$ cat config.mk
export PLATFORM = sky130hd
export DESIGN_NAME = usbLsRx
export DESIGN_NICKNAME = d
export VERILOG_FILES = /design/src/rtl/usbLsRxPkg.sv /design/src/rtl/usbLsRxData.sv /design/src/rtl/usbLsRxCtrl.sv /design/src/rtl/usbLsRx.sv
export SDC_FILE = /design/constraint.sdc
export NUM_CORES = 1
export LEC_CHECK = 0
export ABC_CLOCK_PERIOD_IN_PS = 2400
export BUFFER_PORTS_ARGS = -buffer_cell sky130_fd_sc_hd__clkbuf_2
export CORE_MARGIN = 2
export CORE_UTILIZATION = 54
export DETAILED_ROUTE_END_ITERATION = 8
export PLACE_DENSITY_LB_ADDON = 0.08
export SLEW_MARGIN = 20
export SYNTH_ARGS = -nofsm -noshare
export SYNTH_HDL_FRONTEND = slang
export SYNTH_HIERARCHICAL = 1
export SYNTH_SLANG_ARGS = --single-unit
$ cat constraint.sdc
create_clock -name clk -period 2.4 [get_ports clk]
set_input_delay 0.12 -clock clk [delete_from_list [all_inputs] [get_ports clk]]
set_output_delay 0.12 -clock clk [all_outputs]
set_load 0.005 [all_outputs]
$ cat src/rtl/usbLsRxPkg.sv
package usbLsRxPkg;

  // Line state encoded as {dp, dm}
  typedef enum logic [1:0] {
    LS_SE0 = 2'b00,
    LS_J   = 2'b01,
    LS_K   = 2'b10,
    LS_SE1 = 2'b11
  } lineState_t;

  // Strobes from the control FSM to the datapath
  typedef struct packed {
    logic restartTimer;  // realign the bit timer to a J-to-K edge
    logic startPacket;   // sync accepted: load budget, clear assembly state
    logic takeBit;       // process the current sample as a data/stuff bit
  } rxStrobes_t;

  typedef enum logic [2:0] {
    ST_WAITJ,
    ST_IDLE,
    ST_HUNT,
    ST_SYNC1,
    ST_SYNC2,
    ST_RECV,
    ST_DRAIN
  } rxState_t;

endpackage

$ cat src/rtl/usbLsRxData.sv
module usbLsRxData
  import usbLsRxPkg::*;
#(
  parameter int CLK_NUM   = 40,
  parameter int CLK_DEN   = 3,
  parameter int MAX_BYTES = 11
) (
  input  logic       clk,
  input  logic       rstN,
  input  logic       dpIn,
  input  logic       dmIn,
  input  rxStrobes_t strobes,
  output lineState_t lineCur,
  output logic       edgeJK,
  output logic       tick,
  output logic       lastBitNext,
  output logic       budgetEmpty,
  output logic       byteValid,
  output logic [7:0] byteData,
  output logic       overflowPulse
);

  localparam int ACC_W     = $clog2(CLK_NUM + CLK_DEN + 1);
  localparam int SAMPLE_AT = (CLK_NUM / CLK_DEN) / 2;
  localparam logic [ACC_W-1:0] ACC_INIT = ACC_W'(CLK_NUM - SAMPLE_AT * CLK_DEN);
  localparam logic [ACC_W-1:0] STEP     = ACC_W'(CLK_DEN);
  localparam logic [ACC_W-1:0] WRAP     = ACC_W'(CLK_NUM);
  localparam int GAP_LO = CLK_NUM / CLK_DEN;
  localparam int GAP_HI = (CLK_NUM + CLK_DEN - 1) / CLK_DEN;
  localparam int GAP_W  = $clog2(GAP_HI + 2);
  localparam logic [GAP_W-1:0] GAP_MAX = {GAP_W{1'b1}};
  localparam int BUD_W  = $clog2(MAX_BYTES + 1);
  localparam logic [BUD_W-1:0] BUD_FULL = BUD_W'(MAX_BYTES);
  localparam logic [1:0] IDLE_PAIR = 2'b01;  // {dp, dm} at idle (J)
  localparam logic [2:0] RUN_LIMIT = 3'd6;

  // ---------------- input synchronisers ----------------
  logic [1:0] pinRaw;
  logic [1:0] pinSync;
  assign pinRaw = {dpIn, dmIn};

  for (genvar g = 0; g < 2; g++) begin : gSync
    logic stA, stB;
    always_ff @(posedge clk or negedge rstN) begin
      if (!rstN) begin
        stA <= IDLE_PAIR[g];
        stB <= IDLE_PAIR[g];
      end else begin
        stA <= pinRaw[g];
        stB <= stA;
      end
    end
    assign pinSync[g] = stB;
  end

  lineState_t linePrev;
  assign lineCur = lineState_t'(pinSync);

  always_ff @(posedge clk or negedge rstN) begin
    if (!rstN) linePrev <= LS_J;
    else       linePrev <= lineCur;
  end

  assign edgeJK = (linePrev == LS_J) && (lineCur == LS_K);

  // ---------------- fractional bit timer ----------------
  logic [ACC_W-1:0] acc;
  logic [ACC_W-1:0] accNext;
  assign accNext = acc + STEP;
  assign tick    = (accNext >= WRAP);

  always_ff @(posedge clk or negedge rstN) begin
    if (!rstN)                     acc <= '0;
    else if (strobes.restartTimer) acc <= ACC_INIT;
    else if (tick)                 acc <= accNext - WRAP;
    else                           acc <= accNext;
  end

  // ---------------- NRZI, unstuffing, assembly ----------------
  lineState_t       refState;
  logic [2:0]       onesRun;
  logic [2:0]       bitCount;
  logic [7:0]       shiftReg;
  logic [BUD_W-1:0] budget;
  logic             bitVal;
  logic             isStuff;
  logic [7:0]       shiftNext;

  assign bitVal      = (lineCur == refState);
  assign isStuff     = (onesRun == RUN_LIMIT);
  assign shiftNext   = {bitVal, shiftReg[7:1]};
  assign lastBitNext = (bitCount == 3'd7) && !isStuff;
  assign budgetEmpty = (budget == '0);

  always_ff @(posedge clk or negedge rstN) begin
    if (!rstN) begin
      refState <= LS_K;
      onesRun  <= 3'd0;
      bitCount <= 3'd0;
      shiftReg <= 8'h00;
      budget   <= '0;
    end else if (strobes.startPacket) begin
      refState <= LS_K;
      onesRun  <= 3'd1;         // final sync bit opens the run of ones
      bitCount <= 3'd0;
      shiftReg <= 8'h00;
      budget   <= BUD_FULL;
    end else if (strobes.takeBit) begin
      refState <= lineCur;
      if (isStuff) begin
        onesRun <= 3'd0;
      end else begin
        shiftReg <= shiftNext;
        bitCount <= bitCount + 3'd1;
        onesRun  <= bitVal ? onesRun + 3'd1 : 3'd0;
        if (bitCount == 3'd7 && !budgetEmpty) budget <= budget - 1'b1;
      end
    end
  end

  always_ff @(posedge clk or negedge rstN) begin
    if (!rstN) begin
      byteValid     <= 1'b0;
      byteData      <= 8'h00;
      overflowPulse <= 1'b0;
    end else begin
      byteValid     <= strobes.takeBit && lastBitNext && !budgetEmpty;
      overflowPulse <= strobes.takeBit && lastBitNext && budgetEmpty;
      if (strobes.takeBit && lastBitNext && !budgetEmpty) byteData <= shiftNext;
    end
  end

  // ---------------- sample spacing checker ----------------
  logic [GAP_W-1:0] sinceTick;
  logic             gapValid;

  always_ff @(posedge clk or negedge rstN) begin
    if (!rstN) begin
      sinceTick <= '0;
      gapValid  <= 1'b0;
    end else begin
      if (tick)                     sinceTick <= GAP_W'(1);
      else if (sinceTick != GAP_MAX) sinceTick <= sinceTick + 1'b1;
      if (strobes.restartTimer)     gapValid <= 1'b0;
      else if (tick)                gapValid <= 1'b1;
    end
  end

  AST_TICK_GAP: assert property (@(posedge clk) disable iff (!rstN)
    (tick && gapValid && !strobes.restartTimer) |->
      (sinceTick == GAP_W'(GAP_LO) || sinceTick == GAP_W'(GAP_HI)))
    else $error("tick spacing out of range");

endmodule

$ cat src/rtl/usbLsRxCtrl.sv
module usbLsRxCtrl
  import usbLsRxPkg::*;
#(
  parameter int HUNT_CLKS = 40
) (
  input  logic       clk,
  input  logic       rstN,
  input  logic       txActive,
  input  lineState_t lineCur,
  input  logic       edgeJK,
  input  logic       tick,
  input  logic       lastBitNext,
  input  logic       budgetEmpty,
  output rxStrobes_t strobes,
  output logic       pktDone,
  output logic       markerPulse
);

  localparam int WIN_W = $clog2(HUNT_CLKS + 1);
  localparam logic [WIN_W-1:0] WIN_LAST = WIN_W'(HUNT_CLKS - 1);

  rxState_t         state, stateNext;
  logic [WIN_W-1:0] winCnt;
  logic             winClr;
  logic             doneSet;
  logic             markSet;

  always_comb begin
    stateNext = state;
    strobes   = '0;
    winClr    = 1'b0;
    doneSet   = 1'b0;
    markSet   = 1'b0;
    if (txActive) begin
      stateNext = ST_WAITJ;                       // bus owned by transmitter
    end else begin
      unique case (state)
        ST_WAITJ: if (lineCur == LS_J) stateNext = ST_IDLE;
        ST_IDLE: begin
          if (edgeJK) begin
            strobes.restartTimer = 1'b1;
            stateNext = ST_SYNC1;
          end else if (lineCur == LS_SE0) begin
            winClr = 1'b1;
            stateNext = ST_HUNT;
          end
        end
        ST_HUNT: begin
          if (edgeJK) begin
            strobes.restartTimer = 1'b1;
            stateNext = ST_SYNC1;
          end else if (winCnt == WIN_LAST) begin
            markSet = 1'b1;
            stateNext = ST_WAITJ;
          end
        end
        ST_SYNC1: begin
          if (edgeJK) begin
            strobes.restartTimer = 1'b1;
          end else if (tick) begin
            if (lineCur == LS_K) stateNext = ST_SYNC2;
            else if (lineCur == LS_J) begin
              winClr = 1'b1;
              stateNext = ST_HUNT;
            end else stateNext = ST_WAITJ;
          end
        end
        ST_SYNC2: begin
          if (edgeJK) begin
            strobes.restartTimer = 1'b1;
            stateNext = ST_SYNC1;
          end else if (tick) begin
            if (lineCur == LS_K) begin
              strobes.startPacket = 1'b1;         // double K closes sync
              stateNext = ST_RECV;
            end else if (lineCur == LS_J) begin
              winClr = 1'b1;
              stateNext = ST_HUNT;
            end else stateNext = ST_WAITJ;
          end
        end
        ST_RECV: begin
          if (tick) begin
            if (lineCur == LS_SE0) begin
              doneSet = 1'b1;
              stateNext = ST_WAITJ;
            end else begin
              strobes.takeBit = 1'b1;
              if (lastBitNext && budgetEmpty) stateNext = ST_DRAIN;
            end
          end
        end
        ST_DRAIN: if (lineCur == LS_SE0) stateNext = ST_WAITJ;
        default: stateNext = ST_WAITJ;
      endcase
    end
  end

  always_ff @(posedge clk or negedge rstN) begin
    if (!rstN) begin
      state       <= ST_WAITJ;
      winCnt      <= '0;
      pktDone     <= 1'b0;
      markerPulse <= 1'b0;
    end else begin
      state       <= stateNext;
      pktDone     <= doneSet;
      markerPulse <= markSet;
      if (winClr)                                   winCnt <= '0;
      else if (state == ST_HUNT && winCnt != WIN_LAST) winCnt <= winCnt + 1'b1;
    end
  end

  AST_DONE_AFTER_SE0: assert property (@(posedge clk) disable iff (!rstN)
    pktDone |-> $past(lineCur == LS_SE0))
    else $error("packet end without SE0");

endmodule

$ cat src/rtl/usbLsRx.sv
module usbLsRx
  import usbLsRxPkg::*;
#(
  parameter int CLK_NUM   = 40,
  parameter int CLK_DEN   = 3,
  parameter int MAX_BYTES = 11,
  parameter int HUNT_CLKS = 40
) (
  input  logic       clk,
  input  logic       rstN,
  input  logic       dpIn,
  input  logic       dmIn,
  input  logic       txActive,
  output logic       byteValid,
  output logic [7:0] byteData,
  output logic       pktDone,
  output logic       overflowPulse,
  output logic       markerPulse
);

  localparam int BUD_W = $clog2(MAX_BYTES + 1);
  localparam logic [BUD_W-1:0] BUD_MAX = BUD_W'(MAX_BYTES);

  rxStrobes_t strobes;
  lineState_t lineCur;
  logic       edgeJK;
  logic       tick;
  logic       lastBitNext;
  logic       budgetEmpty;

  usbLsRxCtrl #(.HUNT_CLKS(HUNT_CLKS)) i_ctrl (
    .clk         (clk),
    .rstN        (rstN),
    .txActive    (txActive),
    .lineCur     (lineCur),
    .edgeJK      (edgeJK),
    .tick        (tick),
    .lastBitNext (lastBitNext),
    .budgetEmpty (budgetEmpty),
    .strobes     (strobes),
    .pktDone     (pktDone),
    .markerPulse (markerPulse)
  );

  usbLsRxData #(
    .CLK_NUM   (CLK_NUM),
    .CLK_DEN   (CLK_DEN),
    .MAX_BYTES (MAX_BYTES)
  ) i_data (
    .clk           (clk),
    .rstN          (rstN),
    .dpIn          (dpIn),
    .dmIn          (dmIn),
    .strobes       (strobes),
    .lineCur       (lineCur),
    .edgeJK        (edgeJK),
    .tick          (tick),
    .lastBitNext   (lastBitNext),
    .budgetEmpty   (budgetEmpty),
    .byteValid     (byteValid),
    .byteData      (byteData),
    .overflowPulse (overflowPulse)
  );

  // Bytes delivered in the current packet, observed at the outputs
  logic [BUD_W-1:0] pktBytes;
  always_ff @(posedge clk or negedge rstN) begin
    if (!rstN)                                   pktBytes <= '0;
    else if (pktDone || overflowPulse || txActive) pktBytes <= '0;
    else if (byteValid)                          pktBytes <= pktBytes + 1'b1;
  end

  AST_PULSE_EXCL: assert property (@(posedge clk) disable iff (!rstN)
    $onehot0({byteValid, pktDone, overflowPulse, markerPulse}))
    else $error("output pulses overlap");

  AST_TX_QUIET: assert property (@(posedge clk) disable iff (!rstN)
    txActive |=> !(byteValid || pktDone || overflowPulse || markerPulse))
    else $error("output while transmitting");

  AST_BYTE_BUDGET: assert property (@(posedge clk) disable iff (!rstN)
    byteValid |-> (pktBytes < BUD_MAX))
    else $error("byte beyond budget");

  AST_OVF_AT_LIMIT: assert property (@(posedge clk) disable iff (!rstN)
    overflowPulse |-> (pktBytes == BUD_MAX))
    else $error("overflow before budget used");

endmodule

==> impl_results.md <==
* Max-Cap Viols at 0
* Highest clock rate at 431 MHz
* Ant diodes at 0
* Syn Inst Count at 253
* Crit Reg-Reg Startpoint: i_data/acc[0]$_DFF_PN0_
* Die X at 74.2 µm
* Clk buf depth at 2
* Critical path arrival at 2510 ps
* Most frequent cell after synthesis: dfrtp_1
* GPL Wtd Cong at 0.832
* Synthesized area per cell at 10.5 µm²
* Number of synthesized flops with an enable pin at 0
* CTS tree: done
* Fillers at 372
* Vias in the first global route at 1768
* Syn Nets at 267
* Status: complete, no violations
* Largest net degree at the start of global routing at 35
* Worst vdd ir at 0.000578 V
* Die Ht at 74.2 µm
* Skew-Pair Late Insertion Delay at 300 ps
* Initial Utilization at 56.0%
* WP data required at 2590 ps
* HPWL after detailed placement at 3.27 mm
* Clock Skew at 9.42 ps
* Initial DRC count at 92
* Combinational share of power at 39.7%
* Worst slew pin tran at 504 ps
* Synth top cells by count: dfrtp_1, nand2_1, nor2_1
* Final ANT Viol Nets at 0
* RR Endpoint: i_ctrl/state[2]$_DFFE_PN0P_
* Hold Path Origin: txActive
* Core area at 4750 µm²
* NumNets Final at 307
* Area occupied by multi-input gates at 1310 µm²
* Syn-to-layout area delta at 18.6%
* Final hold vios at 0
* Antenna violations before repair at 0
* Share of post-route cells with drive strength above 1 at 29.6%
* Register area at 1310 µm²
* Synth Register Bits at 52
* Port buffer count at 16
* Hold crit path type: in -> reg
* Post-synth ARST share at 100%
* Register share of total power at 41.5%
* Grt total ovfl at 0
* Main synth FF type: dfrtp_1
* CTS Sinks at 52
* Clock share of power at 18.8%
* Crit path kind: reg -> reg
* Via count at 1883
* Hold Crit Depth at 2
* Setup tns final at 0 ps
* LEAKAGE at 1.51 nW
* Final WL at 4.99 mm
* CTS Root Cell: clkbuf_8
* # DRC at 0
* IO Count at 17
* Row cnt at 25
* DR WL/cell at 13.8 µm
* Setup slack, reg-to-reg at 80 ps
* Worst-path clk slew at 90 ps
* First-pass GRT wire length at 8.18 mm
* Setup crit start: i_data/acc[0]$_DFF_PN0_
* Biggest area consumer among synthesized cells: dfrtp_1
* Final-report max-slew violation count at 0
* Via-to-Cell Ratio at 5.22
* Cell Pwr Density at 877 nW/µm²
* Internal power at 1.82 mW
* H-tree depth at 2
* Sw Share at 34.3%
* Slew margin rel. at 66.4%
* Final period util at 96.7%
* Post-synthesis sequential area ratio at 49.0%
* Syn. warnings at 6
* Worst Setup Start Kind: register
* Final Setup Violations at 0
* Final Critical Period at 2320 ps
* Min-Delay Endpoint: i_ctrl/markerPulse$_DFF_PN0_
* Area contributors post-synth: dfrtp_1, ha_1, dfstp_2
* Crit Path Max Fanout at 4
* Worst r2r path cells at 11
* Hold Slack at 184 ps
* Total CTS buffers at 5
* Crit end category: register
* Netlist cell types at 61
* Gr usage total at 19.4%
* Drt pass-1 iters at 4
* Die ar. at 5510 µm²
* Syn Std Cell Area at 2660 µm²
* Share of the synthesized area in the top cell type at 45.1%
* P_sw at 0.949 mW
## layout by cell type, fill, tap and decap left out, types with 2 or more instances in the layout
| cell | synthesis | layout |
|---|---|---|
| or3b_1 | 2 | 2 |
| dfstp_2 | 4 | 4 |
| xor2_1 | 11 | 11 |
| nand2b_1 | 6 | 6 |
| o21ai_0 | 4 | 4 |
| xnor2_1 | 5 | 4 |
| buf_4 | 4 | 27 |
| nor2b_1 | 3 | 3 |
| nor2_2 | 1 | 2 |
| nor2_1 | 21 | 19 |
| nand2_1 | 28 | 28 |
| nand4_1 | 5 | 5 |
| and2_1 | 2 | 2 |
| nor3b_1 | 2 | 2 |
| a31oi_1 | 2 | 2 |
| mux2_2 | 6 | 6 |
| clkbuf_2 | 1 | 16 |
| dfrtp_1 | 48 | 48 |
| nor4_2 | 1 | 2 |
| a211o_1 | 2 | 2 |
| nor3_1 | 5 | 4 |
| and2b_2 | 2 | 2 |
| mux2i_1 | 3 | 3 |
| ha_1 | 9 | 8 |
| a21oi_1 | 14 | 14 |
| nand3_1 | 3 | 2 |
| and3_1 | 2 | 2 |
| dlygate4sd3_1 | 0 | 3 |
| mux2_1 | 4 | 4 |
| inv_2 | 0 | 2 |
| a22oi_2 | 1 | 2 |
| xnor2_2 | 1 | 2 |
| clkbuf_8 | 1 | 6 |
| inv_1 | 14 | 12 |
## per-layer routing
| metal | part of all wire (%) | vias to the layer above | routed length [µm] | track usage (%) |
|---|---|---|---|---|
| li1 | - | 947 | - | - |
| met1 | 47 | 899 | 2340 | 27.1 |
| met2 | 49 | 31 | 2420 | 30.0 |
| met3 | 3.3 | 6 | 164 | 4.47 |
| met4 | 1.3 | 0 | 63 | 6.94 |
| met5 | 0 | - | 0 | 0 |
## through the flow
| stage | worst slack, ps | power [mW] | instances | util (%) | cell area (µm²) |
|---|---|---|---|---|---|
| finish | 80.1 | 2.77 | 361 | 66.5 | 3160 |
| global route | -34.2 | 2.96 | 361 | 66.5 | 3160 |
| CTS | 51.3 | 2.61 | 358 | 64.5 | 3070 |
| detailed placement | -74.1 | 1.95 | 340 | 60.5 | 2880 |
| global placement | -1.90 | 1.93 | 340 | 60.5 | 2880 |
| floorplan | 6.40 | 1.73 | 253 | - | 2670 |
## power by group through the flow
stage	Sequential (mW)	Combinational, mW	Clock, mW
finish	1.15	1.10	0.522
global route	1.17	1.21	0.580
global placement	1.15	0.782	0
CTS	1.13	0.941	0.538
detailed placement	1.15	0.808	0
floorplan	1.11	0.617	0
## final cells by class
type / count / share of cell area [%]
Timing Repair Buffer: 46 / 9.90
Clock buffer: 6 / 2.61
Sequential cell: 52 / 41.3
Tap cell: 67 / 2.65
Inverter: 14 / 1.66
Clock inverter: 2 / 0.435
Multi-Input combinational cell: 174 / 41.4
## flip-flops by register name, summed over array words and instances, names as in the netlist, 3 cells and up
signal and count:
i_data/budget 4, i_data/byteData 8, i_data/bitCount 3, i_ctrl/state 3, i_data/acc 6, i_data/shiftReg 7, i_ctrl/winCnt 6, i_data/onesRun 3
## critical path, cell delays in order (launching register included)
cell and delay (ps):
dfrtp_1 420, buf_4 150, o21a_4 220, nand3_2 100, o31ai_4 90, nor2_4 150, buf_4 140, inv_1 40
a22oi_2 140, nor3_2 70, a311oi_2 310, mux2_1 360
## cell families after synthesis
group	after synthesis	synth area share, %
mux	13	5.35
buf+inv	27	5.45
compound gates	41	11.2
flops	52	49.0
fa+ha+maj	9	4.23
xor+xnor	17	5.87
simple gates	94	18.9
## worst max-delay path by stage
| stage | slack (ps) | cells after the start | endpoint |
|---|---|---|---|
| global route | -30 | 10 | i_ctrl/state[2]$_DFFE_PN0P_ |
| CTS | 50 | 12 | i_ctrl/state[2]$_DFFE_PN0P_ |
| detailed placement | -70 | 11 | i_ctrl/state[2]$_DFFE_PN0P_ |
| global placement | -2 | 11 | i_ctrl/state[2]$_DFFE_PN0P_ |
| floorplan | 6 | 12 | i_data/byteData[6]$_DFFE_PN0P_ |
| finish | 80 | 11 | i_ctrl/state[2]$_DFFE_PN0P_ |
## repair_timing
action,in CTS,in global routing
hold buffers,3,0
pin swaps,4,7
setup endpoints to repair,12,14
buffers inserted,7,3
gates resized for setup,3,14
hold endpoints to repair,20,0
Note: power is estimated with default switching activity, not from simulation.
